<file path="config.mk">
export PLATFORM = sky130hd
export DESIGN_NAME = exp_rd_ctrl
export DESIGN_NICKNAME = d
export VERILOG_FILES = /design/src/rtl/exp_rd_pkg.sv /design/src/rtl/exp_rd_decode.sv /design/src/rtl/exp_rd_cfgsel.sv /design/src/rtl/exp_rd_wait.sv /design/src/rtl/exp_rd_csdrv.sv /design/src/rtl/exp_rd_ctrl.sv
export SDC_FILE = /design/constraint.sdc
export NUM_CORES = 1
export LEC_CHECK = 0
export BUFFER_PORTS_ARGS = -buffer_cell sky130_fd_sc_hd__buf_2
export CELL_PAD_IN_SITES_DETAIL_PLACEMENT = 1
export CELL_PAD_IN_SITES_GLOBAL_PLACEMENT = 2
export CORE_MARGIN = 2
export CORE_UTILIZATION = 30
export CTS_CLUSTER_DIAMETER = 30
export DETAILED_ROUTE_END_ITERATION = 7
export PLACE_DENSITY_LB_ADDON = 0.05
export SETUP_SLACK_MARGIN = 0.5
export SLEW_MARGIN = 5
export SYNTH_ARGS = -nofsm -noshare
export SYNTH_HDL_FRONTEND = slang
export SYNTH_HIERARCHICAL = 1
export SYNTH_SLANG_ARGS = --single-unit
export TNS_END_PERCENT = 1
</file>
<file path="constraint.sdc">
create_clock -name clk -period 4.1 [get_ports clk]
set_input_delay 1.025 -clock clk [delete_from_list [all_inputs] [get_ports clk]]
set_output_delay 1.025 -clock clk [all_outputs]
set_load 0.1 [all_outputs]
</file>
<file path="src/rtl/exp_rd_pkg.sv">
`timescale 1ns/1ps
package exp_rd_pkg;

  typedef enum logic [1:0] {
    ST_IDLE = 2'd0,
    ST_ACC  = 2'd1,
    ST_GAP  = 2'd2
  } rd_state_e;

  // Number of cycles from one word's completion to the next inside a burst.
  function automatic int unsigned word_spacing(input logic seq, input int unsigned nseq_ws,
                                               input int unsigned seq_ws);
    return seq ? (seq_ws + 1) : (nseq_ws + 2);
  endfunction

  // A region index is mapped when it names an existing chip select.
  function automatic logic region_mapped(input int unsigned sel, input int unsigned ncs);
    return sel < ncs;
  endfunction

endpackage

</file>
<file path="src/rtl/exp_rd_decode.sv">
`timescale 1ns/1ps
module exp_rd_decode
  import exp_rd_pkg::*;
#(
  parameter int NUM_CS = 6,
  parameter int SEL_W  = 3
) (
  input  logic [SEL_W-1:0] sel_bits,
  output logic [SEL_W-1:0] sel_idx,
  output logic             sel_hit
);
  assign sel_idx = sel_bits;
  assign sel_hit = region_mapped(int'(sel_bits), NUM_CS);
endmodule

</file>
<file path="src/rtl/exp_rd_cfgsel.sv">
`timescale 1ns/1ps
module exp_rd_cfgsel #(
  parameter int NUM_CS = 6,
  parameter int WS_W   = 4,
  parameter int SEL_W  = 3
) (
  input  logic [NUM_CS*WS_W-1:0] cfg_nseq_ws,
  input  logic [NUM_CS*WS_W-1:0] cfg_seq_ws,
  input  logic [NUM_CS-1:0]      cfg_seq_en,
  input  logic [SEL_W-1:0]       idx,
  output logic [WS_W-1:0]        nseq_ws,
  output logic [WS_W-1:0]        seq_ws,
  output logic                   seq_en
);
  logic [WS_W-1:0] n_arr [NUM_CS];
  logic [WS_W-1:0] s_arr [NUM_CS];

  for (genvar c = 0; c < NUM_CS; c++) begin : g_unpack
    assign n_arr[c] = cfg_nseq_ws[c*WS_W +: WS_W];
    assign s_arr[c] = cfg_seq_ws[c*WS_W +: WS_W];
  end

  always_comb begin
    nseq_ws = '0;
    seq_ws  = '0;
    seq_en  = 1'b0;
    for (int c = 0; c < NUM_CS; c++) begin
      if (int'(idx) == c) begin
        nseq_ws = n_arr[c];
        seq_ws  = s_arr[c];
        seq_en  = cfg_seq_en[c];
      end
    end
  end
endmodule

</file>
<file path="src/rtl/exp_rd_wait.sv">
`timescale 1ns/1ps
module exp_rd_wait #(
  parameter int WS_W = 4
) (
  input  logic            clk,
  input  logic            rst_n,
  input  logic            bus_rdy,
  input  logic            load,
  input  logic [WS_W-1:0] load_val,
  input  logic            run,
  output logic            wait_zero,
  output logic            rdy_fall
);
  logic [WS_W-1:0] cnt_q;

  always_ff @(posedge clk or negedge rst_n) begin
    if (!rst_n)                   cnt_q <= '0;
    else if (load)                cnt_q <= load_val;
    else if (run && cnt_q != '0)  cnt_q <= cnt_q - 1'b1;
  end

  // Ready is captured half a cycle before the edge that may end the word.
  always_ff @(negedge clk or negedge rst_n) begin
    if (!rst_n) rdy_fall <= 1'b0;
    else        rdy_fall <= bus_rdy;
  end

  assign wait_zero = (cnt_q == '0);
endmodule

</file>
<file path="src/rtl/exp_rd_csdrv.sv">
`timescale 1ns/1ps
module exp_rd_csdrv #(
  parameter int NUM_CS = 6,
  parameter int SEL_W  = 3
) (
  input  logic              active,
  input  logic [SEL_W-1:0]  cs_idx,
  output logic [NUM_CS-1:0] cs_n
);
  for (genvar c = 0; c < NUM_CS; c++) begin : g_cs
    assign cs_n[c] = !(active && (int'(cs_idx) == c));
  end
endmodule

</file>
<file path="src/rtl/exp_rd_ctrl.sv">
`timescale 1ns/1ps
module exp_rd_ctrl
  import exp_rd_pkg::*;
#(
  parameter int NUM_CS = 6,
  parameter int ADDR_W = 28,
  parameter int DATA_W = 32,
  parameter int WS_W   = 4,
  parameter int LEN_W  = 4
) (
  input  logic                   clk,
  input  logic                   rst_n,
  input  logic [NUM_CS*WS_W-1:0] cfg_nseq_ws,
  input  logic [NUM_CS*WS_W-1:0] cfg_seq_ws,
  input  logic [NUM_CS-1:0]      cfg_seq_en,
  input  logic                   req_valid,
  output logic                   req_ready,
  input  logic [ADDR_W-1:0]      req_addr,
  input  logic                   req_burst,
  input  logic [LEN_W-1:0]       req_len,
  output logic                   rsp_valid,
  output logic [DATA_W-1:0]      rsp_data,
  output logic                   rsp_err,
  output logic                   rsp_last,
  output logic [NUM_CS-1:0]      bus_cs_n,
  output logic [ADDR_W-1:0]      bus_addr,
  output logic                   bus_oe_n,
  input  logic [DATA_W-1:0]      bus_data_in,
  input  logic                   bus_rdy
);
  localparam int SEL_W      = (NUM_CS > 1) ? $clog2(NUM_CS) : 1;
  localparam int WORD_BYTES = DATA_W / 8;

  function automatic logic [ADDR_W-1:0] step_addr(input logic [ADDR_W-1:0] a);
    return a + ADDR_W'(WORD_BYTES);
  endfunction

  function automatic logic [LEN_W-1:0] words_after_first(input logic burst,
                                                         input logic [LEN_W-1:0] len);
    return burst ? len : '0;
  endfunction

  rd_state_e         state_q;
  logic [SEL_W-1:0]  cs_idx_q;
  logic [ADDR_W-1:0] addr_q;
  logic [LEN_W-1:0]  left_q;
  logic              seq_q;

  logic [SEL_W-1:0]  dec_idx;
  logic              dec_hit;
  logic [SEL_W-1:0]  cfg_idx;
  logic [WS_W-1:0]   sel_nseq;
  logic [WS_W-1:0]   sel_seq;
  logic              sel_seq_en;

  // Named internal events (used by the bound checker).
  logic              accept;
  logic              acc_active;
  logic              wait_zero;
  logic              rdy_fall;
  logic              word_done;
  logic              last_done;
  logic              ctr_load;
  logic [WS_W-1:0]   ctr_val;
  logic              bus_active;

  exp_rd_decode #(.NUM_CS(NUM_CS), .SEL_W(SEL_W)) dec_i (
    .sel_bits (req_addr[ADDR_W-1 -: SEL_W]),
    .sel_idx  (dec_idx),
    .sel_hit  (dec_hit)
  );

  assign cfg_idx = (state_q == ST_IDLE) ? dec_idx : cs_idx_q;

  exp_rd_cfgsel #(.NUM_CS(NUM_CS), .WS_W(WS_W), .SEL_W(SEL_W)) cfg_i (
    .cfg_nseq_ws (cfg_nseq_ws),
    .cfg_seq_ws  (cfg_seq_ws),
    .cfg_seq_en  (cfg_seq_en),
    .idx         (cfg_idx),
    .nseq_ws     (sel_nseq),
    .seq_ws      (sel_seq),
    .seq_en      (sel_seq_en)
  );

  assign req_ready  = (state_q == ST_IDLE);
  assign accept     = req_ready && req_valid;
  assign acc_active = (state_q == ST_ACC);
  assign word_done  = acc_active && wait_zero && rdy_fall;
  assign last_done  = word_done && (left_q == '0);

  always_comb begin
    ctr_load = 1'b0;
    ctr_val  = sel_nseq;
    if (accept && dec_hit) begin
      ctr_load = 1'b1;
      ctr_val  = sel_nseq;
    end else if (word_done && !last_done) begin
      ctr_load = 1'b1;
      ctr_val  = seq_q ? sel_seq : sel_nseq;
    end
  end

  exp_rd_wait #(.WS_W(WS_W)) wait_i (
    .clk       (clk),
    .rst_n     (rst_n),
    .bus_rdy   (bus_rdy),
    .load      (ctr_load),
    .load_val  (ctr_val),
    .run       (acc_active),
    .wait_zero (wait_zero),
    .rdy_fall  (rdy_fall)
  );

  always_ff @(posedge clk or negedge rst_n) begin
    if (!rst_n) begin
      state_q  <= ST_IDLE;
      cs_idx_q <= '0;
      addr_q   <= '0;
      left_q   <= '0;
      seq_q    <= 1'b0;
    end else begin
      unique case (state_q)
        ST_IDLE: begin
          if (accept && dec_hit) begin
            state_q  <= ST_ACC;
            cs_idx_q <= dec_idx;
            addr_q   <= req_addr;
            left_q   <= words_after_first(req_burst, req_len);
            seq_q    <= sel_seq_en;
          end
        end
        ST_ACC: begin
          if (last_done) begin
            state_q <= ST_IDLE;
          end else if (word_done) begin
            left_q  <= left_q - 1'b1;
            addr_q  <= step_addr(addr_q);
            state_q <= seq_q ? ST_ACC : ST_GAP;
          end
        end
        ST_GAP:  state_q <= ST_ACC;
        default: state_q <= ST_IDLE;
      endcase
    end
  end

  always_ff @(posedge clk or negedge rst_n) begin
    if (!rst_n) begin
      rsp_valid <= 1'b0;
      rsp_err   <= 1'b0;
      rsp_last  <= 1'b0;
      rsp_data  <= '0;
    end else begin
      rsp_valid <= 1'b0;
      if (accept && !dec_hit) begin
        rsp_valid <= 1'b1;
        rsp_err   <= 1'b1;
        rsp_last  <= 1'b1;
        rsp_data  <= '0;
      end else if (word_done) begin
        rsp_valid <= 1'b1;
        rsp_err   <= 1'b0;
        rsp_last  <= last_done;
        rsp_data  <= bus_data_in;
      end
    end
  end

  assign bus_active = (state_q != ST_IDLE);
  assign bus_oe_n   = !bus_active;
  assign bus_addr   = addr_q;

  exp_rd_csdrv #(.NUM_CS(NUM_CS), .SEL_W(SEL_W)) cs_i (
    .active (bus_active),
    .cs_idx (cs_idx_q),
    .cs_n   (bus_cs_n)
  );
endmodule

</file>
# After elaboration in Yosys (flattened, before gate mapping)
# Cells that the tools add are included.
# word_totals
ff_bits	78
inputBits	123
output_inout_bits	71
# op_classes
order_cmp	1
n_reduce_logical	36
n_eq_ne	16
n_mux	48
addsub	3
# op_table
op	n
2-to-1 mux 28 bit	3
2-to-1 mux 4 bit	21
2-to-1 mux 32 bit	2
one-hot mux 28 bit (2 select lines)	1
adder 28 x 3 -> 28 bit (second input constant)	1
== test 3 bit (second input constant)	8
logical AND 1 bit	14
2-to-1 mux 1 bit	14
logical NOT 1 bit	9
logical NOT 4 bit	2
2-to-1 mux 2 bit	4
one-hot mux 4 bit (2 select lines)	1
nonzero test 2 bit	4
subtractor 4 x 1 -> 4 bit (second input constant)	2
== test 3 x 2 -> 1 bit (second input constant)	2
logical NOT 3 bit	2
one-hot mux 2 bit (3 select lines)	1
inequality test 2 x 1 -> 1 bit (second input constant)	2
AND reduction 2 bit	2
AND reduction 4 bit	1
nonzero test 4 bit	1
< comparator 3 bit (second input constant)	1
2-to-1 mux 3 bit	1
inequality test 3 x 1 -> 1 bit (second input constant)	1
4 further kinds	4

# Logic depth before layout (Yosys ltp)
# logic_depth
depth_word	13
mapped_depth	12

# By module
# The synthesis kept the hierarchy.
# by_module_without_submodules
mod	area_each_um2	cells_each	instances	seq_area_each_um2
exp_rd_ctrl	3873.7	447	1	1826.8
exp_rd_cfgsel	491.7	52	1	0.0
exp_rd_wait	295.3	28	1	125.1
exp_rd_csdrv	61.3	6	1	0.0
exp_rd_decode	26.3	4	1	0.0

==> impl_metrics.csv <==
group,metric,value,unit
synthesis,synth-edff-count,0,
critical_path,path_cells,"and4b_2, a21oi_4, clkinv_4, or4_4, o211ai_2",
placement,place_congestion,0.751,
floorplan,die_y,130,um
floorplan,dieArea,16900,um2
synthesis,synth_top_family_by_area,"simple AND/OR/NAND/NOR gates",
synthesis,synth_area,4750,um2
clock_tree,path_clk_slew,70,ps
layout,num_antenna_cells,0,
timing,tightest_slew,1050,ps
clock_tree,clk_latency,340,ps
detailed_routing,drc,0,
min_path,hold_class,"reg2reg",
detailed_routing,wl_per_cell,17.2,um
critical_path,cp_max_fo,6,
synthesis,synthXorXnorAreaFrac,0.184,%
pwr,seqPwrFrac,22.8,%
clock_tree,clockBufferDepth,2,
critical_path,crit_buf_inv,1,
global_route,grt_pass1_wl,25.6,mm
synthesis,yosys.area_share.simple,24.4,%
detailed_routing,vias,4806,
synthesis,synthTopCellsByCount,"nand2_1 (104), dfrtp_1 (77), o21ai_0 (53)",
floorplan,die_w,130,um
critical_path,critPathKind,"reg2reg",
synthesis,ys.flop_type,"dfrtp_1",
layout,nNetsFinal,846,
critical_path,startpoint_type,"flip-flop",
global_route,antenna_found_initial,0,
synthesis,synth.area.mux_share,7.56,%
pwr,switching_share,60.3,%
timing,hold_violations,0,
critical_path,arrival,3940,ps
placement,placed_area,5820,um2
global_route,grt.total_usage,19.1,%
timing,rsz0062_at_grt,"true",
floorplan,rows,45,
synthesis,yosysTopAreaCell,"dfrtp_1",
status,status,"finished, final reports clean",
floorplan,io_pins,194,
synthesis,synth_compound_area_share,19.6,%
detailed_routing,drt-initial-drc-count,153,
clock_tree,h-tree-depth,3,
floorplan,initial_core_util,31.0,%
timing,holdWs,479,ps
synthesis,yosysUniqueCellTypes,66,
timing,relSlewSlack,30.2,%
critical_path,slowest_stage,"or4_4",
placement,dp_hpwl,11.7,mm
global_route,grt_max_degree,78,
synthesis,synth.top_cell.area_share,40.6,%
global_route,grt-ovfl-total,0,
timing,finalSetupViolCount,0,
global_route,grt.met3_usage,3.20,%
synthesis,postSynthCellCount,537,
floorplan,core,15300,um2
synthesis,synth_fa_ha_area_share,0.791,%
detailed_routing,dr.pass1.iters,4,
synthesis,synthTopCellsByArea,"dfrtp_1 (41%), nand2_1 (8.2%), mux2i_1 (5.9%)",
critical_path,cp-end-kind,"flip-flop",
detailed_routing,routed_wl,16.1,mm
detailed_routing,ant_nets,0,
detailed_routing,routed_via_density,5.13,
synthesis,syn_area_per_cell,8.84,um2
pwr,p_int,2450,uW
critical_path,slowest_delay,520,ps
layout,layout-drive-gt1-share,35.9,%
pwr,leakage,0.00294,uW
pwr,p_per_area,985,nW/um2
global_route,grt_pass1_vias,4911,
job,cap_viol_max_count,0,
timing,tns,0,ps
timing,slew_violations,0,
pwr,switchingPower,3710,uW
pwr,power.share.combinational,64.8,%
global_route,met2_usage,31.2,%
clock_tree,numCtsBuffers,9,
synthesis,ys_seq_area_share,41.1,%
synthesis,synth_warnings,6,
global_route,met1_usage,26.3,%
pwr,ir_drop,0.000384,V
critical_path,cp_top_family,"simple AND/OR/NAND/NOR gates",
timing,clock_skew,12.1,ps
placement,io_buffers,193,
synthesis,synth.most_common_cell,"nand2_1",
pwr,p_total,6160,uW
critical_path,critPathRequiredTime,4360,ps
pwr,clockPowerShare,12.4,%
synthesis,synth_nets,663,
layout,final_core_utilization,40.8,%
clock_tree,cts-root-buf,"clkbuf_16",
clock_tree,tritoncts,"done",
synthesis,synth_seq_cells,78,
clock_tree,numClockSinks,78,
layout,final_cell_area,6250,um2
layout,area_growth,31.7,%
synthesis,async_flop_share,100,%
global_route,grt.busiest_layer,"met2",
-- registers in the layout, indices dropped and copies added, names as in the netlist --
register and flops:
bus_addr 28, cs_idx_q 3, left_q 4, rsp_data 32, rsp_err 1, rsp_last 1, rsp_valid 1, seq_q 1
state_q 2, wait_i/cnt_q 4, wait_i/rdy_fall 1
-- final cells by class --
type                       count  area [um2]
fill                        1900        9060
multi-input combinational    403        2530
sequential                    78        1950
timing repair buffer         215        1160
tap                          211         264
clock buffer                   9         225
clock inverter                 7        58.8
inverter                      13        53.8
-- placed cells by master (no fill, tap or decap), drive strengths merged, types with 10 or more instances in the layout --
cell	count
buf	215
nand2	104
dfrtp	77
o21ai	53
mux2i	28
nor2	24
nand3	23
a21oi	23
inv	14
nand4	11
and3	10
nor3	10
o21a	10
-- what timing repair did --
item                                    4_1_cts  5_1_grt
hold buffers                                  0        0
gates cloned                                  0        0
buffers inserted                              8        1
pin swaps                                     1        3
endpoints found under the setup margin       11       54
gates resized for setup                       9        6
-- metal layers --
| layer | wire length (um) | vias up |
|---|---|---|
| li1 | - | 2327 |
| met1 | 7640 | 2340 |
| met2 | 7490 | 130 |
| met3 | 815 | 9 |
| met4 | 119 | 0 |
| met5 | 0 | - |
-- cell families (layout without fill, tap and decap cells) --
kind of cell	count (synthesis)	after routing
adders and majority gates	3	3
and+or+nand+nor	224	224
muxes	35	35
DFF	78	78
AOI/OAI and AO/OA	140	140
xor gates and xnor gates	1	1
buffers and inverters	56	244
-- power by group through the flow --
| stage | Clock (uW) | Combinational [uW] | Sequential, uW |
|---|---|---|---|
| 2_1_floorplan | 0 | 1680 | 2960 |
| 3_3_place_gp | 0 | 3890 | 1410 |
| 3_5_place_dp | 0 | 3940 | 1410 |
| 4_1_cts | 792 | 4000 | 1400 |
| 5_1_grt | 821 | 4260 | 1460 |
| 6_report | 766 | 3990 | 1400 |
-- worst paths after layout --
kind / from / slack, ps / depth (start not counted) / to
max in group asynchronous: rst_n / 1590 / 1 / wait_i/rdy_fall
min reg2reg: rsp_err / 480 / 1 / rsp_err
max: wait_i/rdy_fall / 430 / 5 / wait_i/cnt_q[1]
min: rsp_err / 480 / 1 / rsp_err
max reg2reg: wait_i/rdy_fall / 430 / 5 / wait_i/cnt_q[1]
min in group asynchronous: rst_n / 980 / 2 / rsp_data[10]
-- metrics by stage --
stage | std cells | setup WS, ps
global placement | 910 | 306
detailed placement | 910 | 241
global route | 936 | 344
finish | 936 | 426
CTS | 934 | 468
floorplan | 537 | 98.5
No activity file was read; power rests on OpenSTA's default activity.
